## config.mk

```make
export PLATFORM = sky130hd
export DESIGN_NAME = lsag_addr_gen
export DESIGN_NICKNAME = d
export VERILOG_FILES = /design/src/rtl/lsag_pkg.sv /design/src/rtl/lsag_offset.sv /design/src/rtl/lsag_lanes.sv /design/src/rtl/lsag_addr_gen.sv
export SDC_FILE = /design/constraint.sdc
export NUM_CORES = 1
export LEC_CHECK = 0
export ABC_AREA = 1
export BUFFER_PORTS_ARGS = -buffer_cell sky130_fd_sc_hd__buf_2
export CAP_MARGIN = 5
export CORE_AREA = 2 2 146 148
export CTS_BUF_LIST = sky130_fd_sc_hd__clkbuf_4
export DETAILED_ROUTE_END_ITERATION = 7
export DIE_AREA = 0 0 148 150
export HOLD_SLACK_MARGIN = 0.12
export PLACE_DENSITY_LB_ADDON = 0.05
export SYNTH_ARGS = -nofsm -noshare
export SYNTH_HDL_FRONTEND = slang
export SYNTH_SLANG_ARGS = --single-unit
```

## constraint.sdc

```tcl
create_clock -name clk -period 5.8 [get_ports clk]
set_input_delay 0.29 -clock clk [delete_from_list [all_inputs] [get_ports clk]]
set_output_delay 0.29 -clock clk [all_outputs]
set_load 0.01 [all_outputs]
```

## src/rtl/lsag_pkg.sv

```systemverilog
// Package lsag_pkg
// Shared encodings of the load/store address generator: offset forms,
// shift kinds, indexing modes and access sizes. Values are fixed because
// the instruction decoder upstream drives them directly.
package lsag_pkg;

    // offset form selector
    localparam logic [1:0] OFS_IMM    = 2'd0;
    localparam logic [1:0] OFS_REG    = 2'd1;

    // shift kinds for the shifted register offset
    localparam logic [2:0] SH_LSL     = 3'd0;
    localparam logic [2:0] SH_LSR     = 3'd1;
    localparam logic [2:0] SH_ASR     = 3'd2;
    localparam logic [2:0] SH_ROR     = 3'd3;
    localparam logic [2:0] SH_RRX     = 3'd4;

    // indexing modes
    localparam logic [1:0] IDX_OFFSET = 2'd0;
    localparam logic [1:0] IDX_PRE    = 2'd1;
    localparam logic [1:0] IDX_POST   = 2'd2;

    // access sizes
    localparam logic [1:0] SZ_BYTE    = 2'd0;
    localparam logic [1:0] SZ_HALF    = 2'd1;
    localparam logic [1:0] SZ_WORD    = 2'd2;
    localparam logic [1:0] SZ_SBYTE   = 2'd3;

endpackage

```

## src/rtl/lsag_offset.sv

```systemverilog
// Module lsag_offset
// Builds the offset operand: a zero-extended immediate of wide or narrow
// width, the raw offset register, or that register passed through a
// shift/rotate. Purely combinational.
// Assumes W is at least IMM_WIDE and that shift_amt covers 0..W-1.
module lsag_offset
    import lsag_pkg::*;
#(
    parameter int W          = 32,
    parameter int IMM_WIDE   = 12,
    parameter int IMM_NARROW = 8,
    localparam int SW        = $clog2(W)
) (
    input  logic [1:0]          ofs_sel,
    input  logic [IMM_WIDE-1:0] imm,
    input  logic                narrow,
    input  logic [W-1:0]        reg_val,
    input  logic [2:0]          shift_op,
    input  logic [SW-1:0]       shift_amt,
    input  logic                carry_in,
    output logic [W-1:0]        ofs
);

    logic [W-1:0]   imm_ext;
    logic [W-1:0]   shifted;
    logic [2*W-1:0] rot_pair;
    logic           amt_zero;

    // widen the immediate according to the access size
    always_comb begin
        if (narrow)
            imm_ext = {{(W-IMM_NARROW){1'b0}}, imm[IMM_NARROW-1:0]};
        else
            imm_ext = {{(W-IMM_WIDE){1'b0}}, imm};
    end

    assign amt_zero = (shift_amt == '0);
    assign rot_pair = {reg_val, reg_val} >> shift_amt;

    // barrel shifter over the five shift kinds, amount 0 special cases
    always_comb begin
        case (shift_op)
            SH_LSR:  shifted = amt_zero ? '0 : (reg_val >> shift_amt);
            SH_ASR:  shifted = amt_zero ? {W{reg_val[W-1]}}
                                        : W'($signed(reg_val) >>> shift_amt);
            SH_ROR:  shifted = rot_pair[W-1:0];
            SH_RRX:  shifted = {carry_in, reg_val[W-1:1]};
            default: shifted = reg_val << shift_amt;
        endcase
    end

    // pick the operand form
    always_comb begin
        case (ofs_sel)
            OFS_IMM: ofs = imm_ext;
            OFS_REG: ofs = reg_val;
            default: ofs = shifted;
        endcase
    end

endmodule

```

## src/rtl/lsag_lanes.sv

```systemverilog
// Module lsag_lanes
// Checks natural alignment of the access and produces byte-lane enables,
// mirrored for big-endian ordering. Purely combinational.
// Assumes a word spans W/8 lanes and a halfword two lanes.
module lsag_lanes
    import lsag_pkg::*;
#(
    parameter int W      = 32,
    localparam int LANES = W / 8,
    localparam int LB    = $clog2(LANES)
) (
    input  logic [LB-1:0]    addr_lo,
    input  logic [1:0]       size,
    input  logic             big_endian,
    output logic [LANES-1:0] lanes,
    output logic             misaligned
);

    logic [LANES-1:0] lanes_le;

    // little-endian lane pattern and alignment check per size
    always_comb begin
        case (size)
            SZ_HALF: begin
                misaligned = addr_lo[0];
                lanes_le   = LANES'(2'b11) << {addr_lo[LB-1:1], 1'b0};
            end
            SZ_WORD: begin
                misaligned = |addr_lo;
                lanes_le   = '1;
            end
            default: begin
                misaligned = 1'b0;
                lanes_le   = LANES'(1) << addr_lo;
            end
        endcase
    end

    // mirror lanes for big-endian ordering
    for (genvar g = 0; g < LANES; g++) begin : g_mirror
        assign lanes[g] = big_endian ? lanes_le[LANES-1-g] : lanes_le[g];
    end

endmodule

```

## src/rtl/lsag_addr_gen.sv

```systemverilog
// Module lsag_addr_gen
// Effective address generator for single loads and stores. Chooses the
// base (register or biased program counter), adds or subtracts the offset,
// applies the indexing mode, and registers address, writeback value,
// lane enables and fault flags. One cycle latency, synchronous active-low
// reset. Assumes the register file and memory access live elsewhere.
module lsag_addr_gen
    import lsag_pkg::*;
#(
    parameter int ADDR_W     = 32,
    parameter int PC_BIAS    = 8,
    parameter int IMM_WIDE   = 12,
    parameter int IMM_NARROW = 8,
    localparam int AMT_W     = $clog2(ADDR_W),
    localparam int LANES     = ADDR_W / 8,
    localparam int LB        = $clog2(LANES)
) (
    input  logic                clk,
    input  logic                rst_n,
    input  logic                req_valid,
    input  logic [ADDR_W-1:0]   base_val,
    input  logic                base_is_pc,
    input  logic [ADDR_W-1:0]   instr_addr,
    input  logic [1:0]          ofs_sel,
    input  logic [IMM_WIDE-1:0] imm_ofs,
    input  logic [ADDR_W-1:0]   reg_ofs,
    input  logic                reg_ofs_is_pc,
    input  logic [2:0]          shift_op,
    input  logic [AMT_W-1:0]    shift_amt,
    input  logic                shift_carry,
    input  logic                ofs_subtract,
    input  logic [1:0]          idx_mode,
    input  logic [1:0]          acc_size,
    input  logic                big_endian,
    output logic                out_valid,
    output logic [ADDR_W-1:0]   eff_addr,
    output logic [ADDR_W-1:0]   wb_data,
    output logic                wb_en,
    output logic [LANES-1:0]    lane_en,
    output logic                align_fault,
    output logic                illegal_ofs
);

    logic [ADDR_W-1:0] base_eff;
    logic [ADDR_W-1:0] ofs;
    logic [ADDR_W-1:0] moved;
    logic [ADDR_W-1:0] ea_next;
    logic [LANES-1:0]  lanes_next;
    logic              narrow_imm;
    logic              wants_wb;
    logic              mis_next;
    logic              ill_next;
    logic              kill;
    logic [1:0]        mode_q;
    logic [1:0]        size_q;

    assign narrow_imm = (acc_size == SZ_HALF) || (acc_size == SZ_SBYTE);

    lsag_offset #(
        .W          (ADDR_W),
        .IMM_WIDE   (IMM_WIDE),
        .IMM_NARROW (IMM_NARROW)
    ) u_offset (
        .ofs_sel   (ofs_sel),
        .imm       (imm_ofs),
        .narrow    (narrow_imm),
        .reg_val   (reg_ofs),
        .shift_op  (shift_op),
        .shift_amt (shift_amt),
        .carry_in  (shift_carry),
        .ofs       (ofs)
    );

    // base selection and offset arithmetic
    always_comb begin
        base_eff = base_is_pc ? (instr_addr + ADDR_W'(PC_BIAS)) : base_val;
        moved    = ofs_subtract ? (base_eff - ofs) : (base_eff + ofs);
        ea_next  = (idx_mode == IDX_POST) ? base_eff : moved;
        wants_wb = (idx_mode == IDX_PRE) || (idx_mode == IDX_POST);
        ill_next = (ofs_sel != OFS_IMM) && reg_ofs_is_pc;
    end

    lsag_lanes #(
        .W (ADDR_W)
    ) u_lanes (
        .addr_lo    (ea_next[LB-1:0]),
        .size       (acc_size),
        .big_endian (big_endian),
        .lanes      (lanes_next),
        .misaligned (mis_next)
    );

    assign kill = mis_next || ill_next;

    // output register stage with fault gating
    always_ff @(posedge clk) begin
        if (!rst_n) begin
            out_valid   <= 1'b0;
            eff_addr    <= '0;
            wb_data     <= '0;
            wb_en       <= 1'b0;
            lane_en     <= '0;
            align_fault <= 1'b0;
            illegal_ofs <= 1'b0;
            mode_q      <= IDX_OFFSET;
            size_q      <= SZ_BYTE;
        end else begin
            out_valid   <= req_valid;
            eff_addr    <= ea_next;
            wb_data     <= moved;
            wb_en       <= req_valid && wants_wb && !kill;
            lane_en     <= (req_valid && !kill) ? lanes_next : '0;
            align_fault <= req_valid && mis_next;
            illegal_ofs <= req_valid && ill_next;
            mode_q      <= idx_mode;
            size_q      <= acc_size;
        end
    end

    // nothing is reported without a request
    a_r1_idle_quiet: assert property (@(posedge clk) disable iff (!rst_n)
        !out_valid |-> (!wb_en && lane_en == '0 && !align_fault && !illegal_ofs));

    // plain offset mode never writes back
    a_r5_offset_no_wb: assert property (@(posedge clk) disable iff (!rst_n)
        (out_valid && mode_q == IDX_OFFSET) |-> !wb_en);

    // pre-indexed writeback equals the access address
    a_r6_pre_wb_is_addr: assert property (@(posedge clk) disable iff (!rst_n)
        (wb_en && mode_q == IDX_PRE) |-> (wb_data == eff_addr));

    // illegal register offset blocks writeback and lanes
    a_r9_illegal_blocks: assert property (@(posedge clk) disable iff (!rst_n)
        illegal_ofs |-> (!wb_en && lane_en == '0));

    // alignment fault blocks writeback and lanes
    a_r10_fault_blocks: assert property (@(posedge clk) disable iff (!rst_n)
        align_fault |-> (!wb_en && lane_en == '0));

    // clean accesses enable exactly as many lanes as bytes moved
    a_r11_lane_count: assert property (@(posedge clk) disable iff (!rst_n)
        (out_valid && !align_fault && !illegal_ofs) |->
        ($countones(lane_en) ==
         ((size_q == SZ_WORD) ? LANES : (size_q == SZ_HALF) ? 2 : 1)));

endmodule

```

# Yosys cells after proc, flatten, opt, wreduce, memory -nomap -nowiden
# Index checks and enable logic that the tools add are counted.
[totals]
wordCells = 55
in_bits = 130
out_inout_bits = 72
regBits = 72
[classes]
n_reduce_logical = 15
add_sub_neg = 3
muxes = 14
n_eq_ne = 10
n_shift = 6
[ops]
columns = ["operator", "n"]
rows = [
  ["$mux 32", 5],
  ["$pmux 32 s4", 1],
  ["$pmux 32 s2", 1],
  ["$shr 64x5->32", 1],
  ["$add 32x32->32", 1],
  ["$add 32x4->32 const B", 1],
  ["$shl 32x5->32", 1],
  ["$shr 32x5->32", 1],
  ["$sshr 32x5->32", 1],
  ["$sub 32x32->32", 1],
  ["$mux 12", 1],
  ["$pmux 4 s2", 1],
  ["$eq 2x1->1 const B", 3],
  ["$eq 2x2->1 const B", 3],
  ["$eq 3x2->1 const B", 2],
  ["$logic_and 1x1->1", 6],
  ["$logic_not 5->1", 1],
  ["$mux 1", 4],
  ["$shl 1x2->4 const A", 1],
  ["$shl 2x2->4 const A", 1],
  ["$eq 3x1->1 const B", 1],
  ["$eq 3x3->1 const B", 1],
  ["$logic_or 1x1->1", 3],
  ["$logic_not 2->1", 1],
  ["other kinds (5)", 5],
]

# Depth between registers and ports, before layout
[depth]
word_depth = 13
mapped_depth = 42
mapped_depth_nobuf = 42

# Modules after synthesis
# From an unflattened synthesis, not the netlist that was laid out.
[hier_totals]
hier_cells = 2215
area_unflattened_um2 = 11997.8
[by_module_without_submodules]
columns = ["mod", "area_per_inst_um2", "seq_area_each_um2", "n_inst", "cells_each"]
rows = [
  ["lsag_addr_gen", 6246.0, 1441.4, 1, 1022],
  ["lsag_offset", 5586.6, 0.0, 1, 1155],
  ["lsag_lanes", 165.2, 0.0, 1, 38],
]

# Least setup slack after synthesis
# Ideal clock, no wire load.
[synth_path]
path_type = "input port to flip-flop"
startpoint = "input port shift_amt[1]"
endpoint = "register eff_addr[26]"
setup_time_ps = 116
n_path_buf = 3
setup_slack_ps = 1337
required_ps = 5684
stages = 33
arrival_ps = 4346
path_cell_list = "buf_6 > buf_4 > buf_4 > nand2_1 > nand2_1 > nand2_1 > nand2_1 > nand2_1 > nand2_1 > nand2_1 > nand2_1 > a21oi_1 > nand3_1 > nand2_1 > nand2_1 > inv_1 > ha_1 > inv_1 > nor3_4 > a31oi_1 > xor2_1 > ha_1 > inv_1 > o311ai_0 > a31oi_1 > o21ai_0 > a21oi_1 > o21ai_0 > nand2_1 > nand3_1 > nand3_1 > o211ai_1 > inv_1"
[synth_via]
elab_chain_cells = 7
word_cells_on_any_way = 13
cone_classes = "add/sub (2); shift (4); mux (6); reduce/logical (1)"
[synth_rtl]
columns = ["element", "line", "rtl"]
rows = [
  ["start, declared", "lsag_addr_gen.sv:29", "input logic [AMT_W-1:0] shift_amt,"],
  ["$sshr 32x5->32 (tied with other cells)", "lsag_offset.sv:45", ": W'($signed(reg_val) >>> shift_amt);"],
  ["$mux 32, on equally long branches", "lsag_offset.sv:44, lsag_offset.sv:43", ""],
  ["$pmux 32 s4 (*)", "lsag_offset.sv:42", "case (shift_op)"],
  ["$pmux 32 s2 (*)", "lsag_offset.sv:54", "case (ofs_sel)"],
  ["$add 32x32->32 or $sub 32x32->32 (tied branches)", "lsag_addr_gen.sv:77", "moved = ofs_subtract ? (base_eff - ofs) : (base_eff + ofs);"],
  ["$mux 32 (*)", "lsag_addr_gen.sv:77", ""],
  ["$mux 32 (*)", "lsag_addr_gen.sv:78", "ea_next = (idx_mode == IDX_POST) ? base_eff : moved;"],
  ["end signal, assigned", "lsag_addr_gen.sv:109", "eff_addr <= ea_next;"],
  ["end, declared", "lsag_addr_gen.sv:36", "output logic [ADDR_W-1:0] eff_addr,"],
]
# Mark *: on every way between the ends. The rest lies on a longest branch, timed or not.
# A chain may end at the register's enable or synchronous reset.

# Worst setup path after layout
[layout_path]
startpoint = "input port shift_amt[0]"
endpoint = "register eff_addr[29]"
# Same word-level chain as after synthesis.

==> impl_results.md <==
* Vias in the first global route at 14.02k
* Boundary Pins at 202
* Placeable core region at 20690 um2
* P per Cell Area at 213.8 nW/um2
* Clock net sink count at 72
* Number of port buffers at 201
* Filler Cells Inserted at 2176
* Total grt overflow at 0
* Fmax achieved at 186.3 MHz
* Horiz. Die Dim at 148 um
* Worst path max stage delay at 0.38 ns
* Reported max-cap violation count at 0
* Setup violators final at 0
* Clk pin slew, worst setup/hold paths at 0.15 ns
* Setup crit start kind: input port
* Number of flops mapped to enable cells by yosys at 0
* Transition time at the pin with the least slew margin at 1.099 ns
* Initial Utilization at 0.5364
* Worst Path Max Fanout at 30
* Avg WL per Cell at 20.40 um
* Die Span Y at 150 um
* Number of antenna violations at the first check in global routing at 0
* Crit Path Class: input port to register
* Violation count after the first detailed-route iteration at 1649
* Most used flip-flop cell after synthesis: dfxtp_1
* FF+latch count, synth at 72
* Via count at 15.16k
* Static leakage at 6.681 nW
* Peak supply drop at 0.1087 mV
* Count of antenna-violating nets left after detailed routing at 0
* Area fraction of the dominant cell type after synthesis at 0.2117
* Post-synth net total at 2199
* Clk buf depth at 2
* Final Hold Fails at 0
* Total negative setup slack at 0 ns
* Multiplexer share of the synthesized area at 0.0009019
* Kind of end point of the critical path: register
* First-pass GRT wire length at 75240 um
* Area added between synthesis and finish at 12.91%
* Leading cell types by total area after synthesis: nand2_1 (21%), nand3_1 (18%), dfxtp_1 (13%)
* Arrival time at the worst endpoint at 5.75 ns
* Final worst-path cycle share at 0.9256
* Result of the run: complete, no violations
* Summed instance area of the synthesized netlist at 11100 um2
* Endpoint required time on the critical path at 6.18 ns
* Post-CTS setup buffer count at 0
* Main combinational cell family by area after synthesis: simple AND/OR/NAND/NOR gates
* Vias per inst at 6.144
* Number of placement rows at 53
* Detailed-route wire length at 50350 um
* Mean area per synthesized cell at 5.470 um2
* Total routing resource utilization after global routing at 0.4354
* Period minus WS final at 5.369 ns
* Slowest cell on the critical path: o21ai_0
* Share of final-layout standard cells stronger than drive strength 1 at 0.1500
* Depth of the CTS H-tree at 3
* Cell at the root of the clock tree: clkbuf_4
* HPWL Detailed at 40450 um
* Unrepaired setup endpoints after global routing: false
* Post-Route Hold Slack at 0.1639 ns
* Fraction of the mapped netlist area in compound gates at 0.1573
* Multi-input logic area at 8521 um2
* Portion of the post-synthesis area used by sequential elements at 0.1299
* Largest area contributor in the synthesized netlist: nand2_1
* Fraction of the mapped netlist area in adder cells at 0.04577
* Final GP Congestion at 1.123
* Post-synthesis simple-gate area fraction at 0.5086
* ANT cells at 0
* Largest net degree at the start of global routing at 70
* Pre-antenna DRT Iters at 6
* Most common cell on crit path: nand2_1
* Die ar. at 22200 um2
* Count of synthesis-stage warnings from yosys at 0
* Synthesized instance count at 2029
* Post-synth cell types at 53
* Hold Crit Class: input port to register
* Utilization after layout at 0.6056
* Relative max-transition margin at 0.2595
* Post-synthesis async set-or-reset flop share at 0
* Clock tree from TritonCTS: yes
* DRC at 0
* Area taken by flip-flops and latches at 1441 um2
* Clock buffer count from CTS at 9
* Number of max-slew violations in the final report at 0
* Synthesized-area fraction occupied by xor and xnor cells at 0.05524
* Final net count at 2358
## placed cells by master, fill, tap and decap left out, drive strengths merged, types with 28 or more instances in the layout
cell	netlist	layout
a21oi	112	112
buf	62	245
dfxtp	72	72
ha	39	39
inv	163	167
nand2	647	647
nand3	410	410
nand4	28	28
nor2	145	145
o21ai	124	124
xor2	45	45
## cell families after synthesis
logic type,after synthesis
AND/OR/NAND/NOR,1272
XOR/XNOR,70
adder cells (fa/ha/maj),40
buffers and inverters,268
flip-flops,72
AO/OA/AOI/OAI,306
multiplexers,1
## layout make-up
type | instances | area share
Timing Repair Buffer | 250 | 0.1176
Multi-Input combinational cell | 1689 | 0.6800
Clock buffer | 9 | 0.005392
Clock inverter | 7 | 0.004793
Inverter | 166 | 0.04973
Sequential cell | 72 | 0.1150
Tap cell | 275 | 0.02746
## final timing paths
path	endpoint	slack [ns]	from	cells after the start
worst min-delay path	wb_en	0.16	idx_mode[0]	4
worst max-delay path	eff_addr[29]	0.43	shift_amt[0]	39
## where the power goes
group          total (W)  internal [W]  switching (W)
Clock           0.000314     0.0000948       0.000219
Sequential      0.000652      0.000619      0.0000329
Combinational    0.00171      0.000582        0.00113
Total            0.00268       0.00130        0.00138
## flip-flops by register name (all words and copies together) (netlist names)
register	flops
align_fault	1
eff_addr	32
illegal_ofs	1
lane_en	4
out_valid	1
wb_data	32
wb_en	1
## what timing repair did
item	CTS	global route
hold endpoints to repair	6	0
hold buffers	5	0
gates resized for setup	0	0
setup endpoints to repair	0	0
## worst max-delay path, delay by kind of cell
family / cells / cell delay, ns
xor+xnor: 1 / 0.21
fa+ha+maj: 2 / 0.56
compound gates: 9 / 2.14
buf+inv: 6 / 0.61
simple gates: 21 / 1.94
## stage by stage
step	power [W]	area [um2]	setup slack, ns	std cells
2_1_floorplan	0.001746	11100	1.337	2029
3_3_place_gp	0.002271	12350	0.4105	2447
3_5_place_dp	0.002312	12350	0.1562	2447
4_1_cts	0.002620	12530	0.6226	2468
5_1_grt	0.002836	12530	0.07663	2468
6_report	0.002679	12530	0.4314	2468
## synthesized netlist by cell type (all sizes together), types with 13 or more instances
cell type / number
xnor2: 25
nand2: 647
buf: 62
xor2: 45
nor3: 13
a21oi: 112
o21ai: 124
ha: 39
and2: 14
inv: 163
dfxtp: 72
o211ai: 17
nand4: 28
nor2: 145
clkbuf: 40
nand3: 410
## layer usage
metal  vias to the layer above  GRT usage  routed length, um
met4                         0     0.3433               4481
met3                       234    0.08110               5031
met5                         -          0                  0
met1                      6779     0.5011              18330
li1                       7092          -                  -
met2                      1059     0.7111              22500
Note: power is estimated with default switching activity, not from simulation.
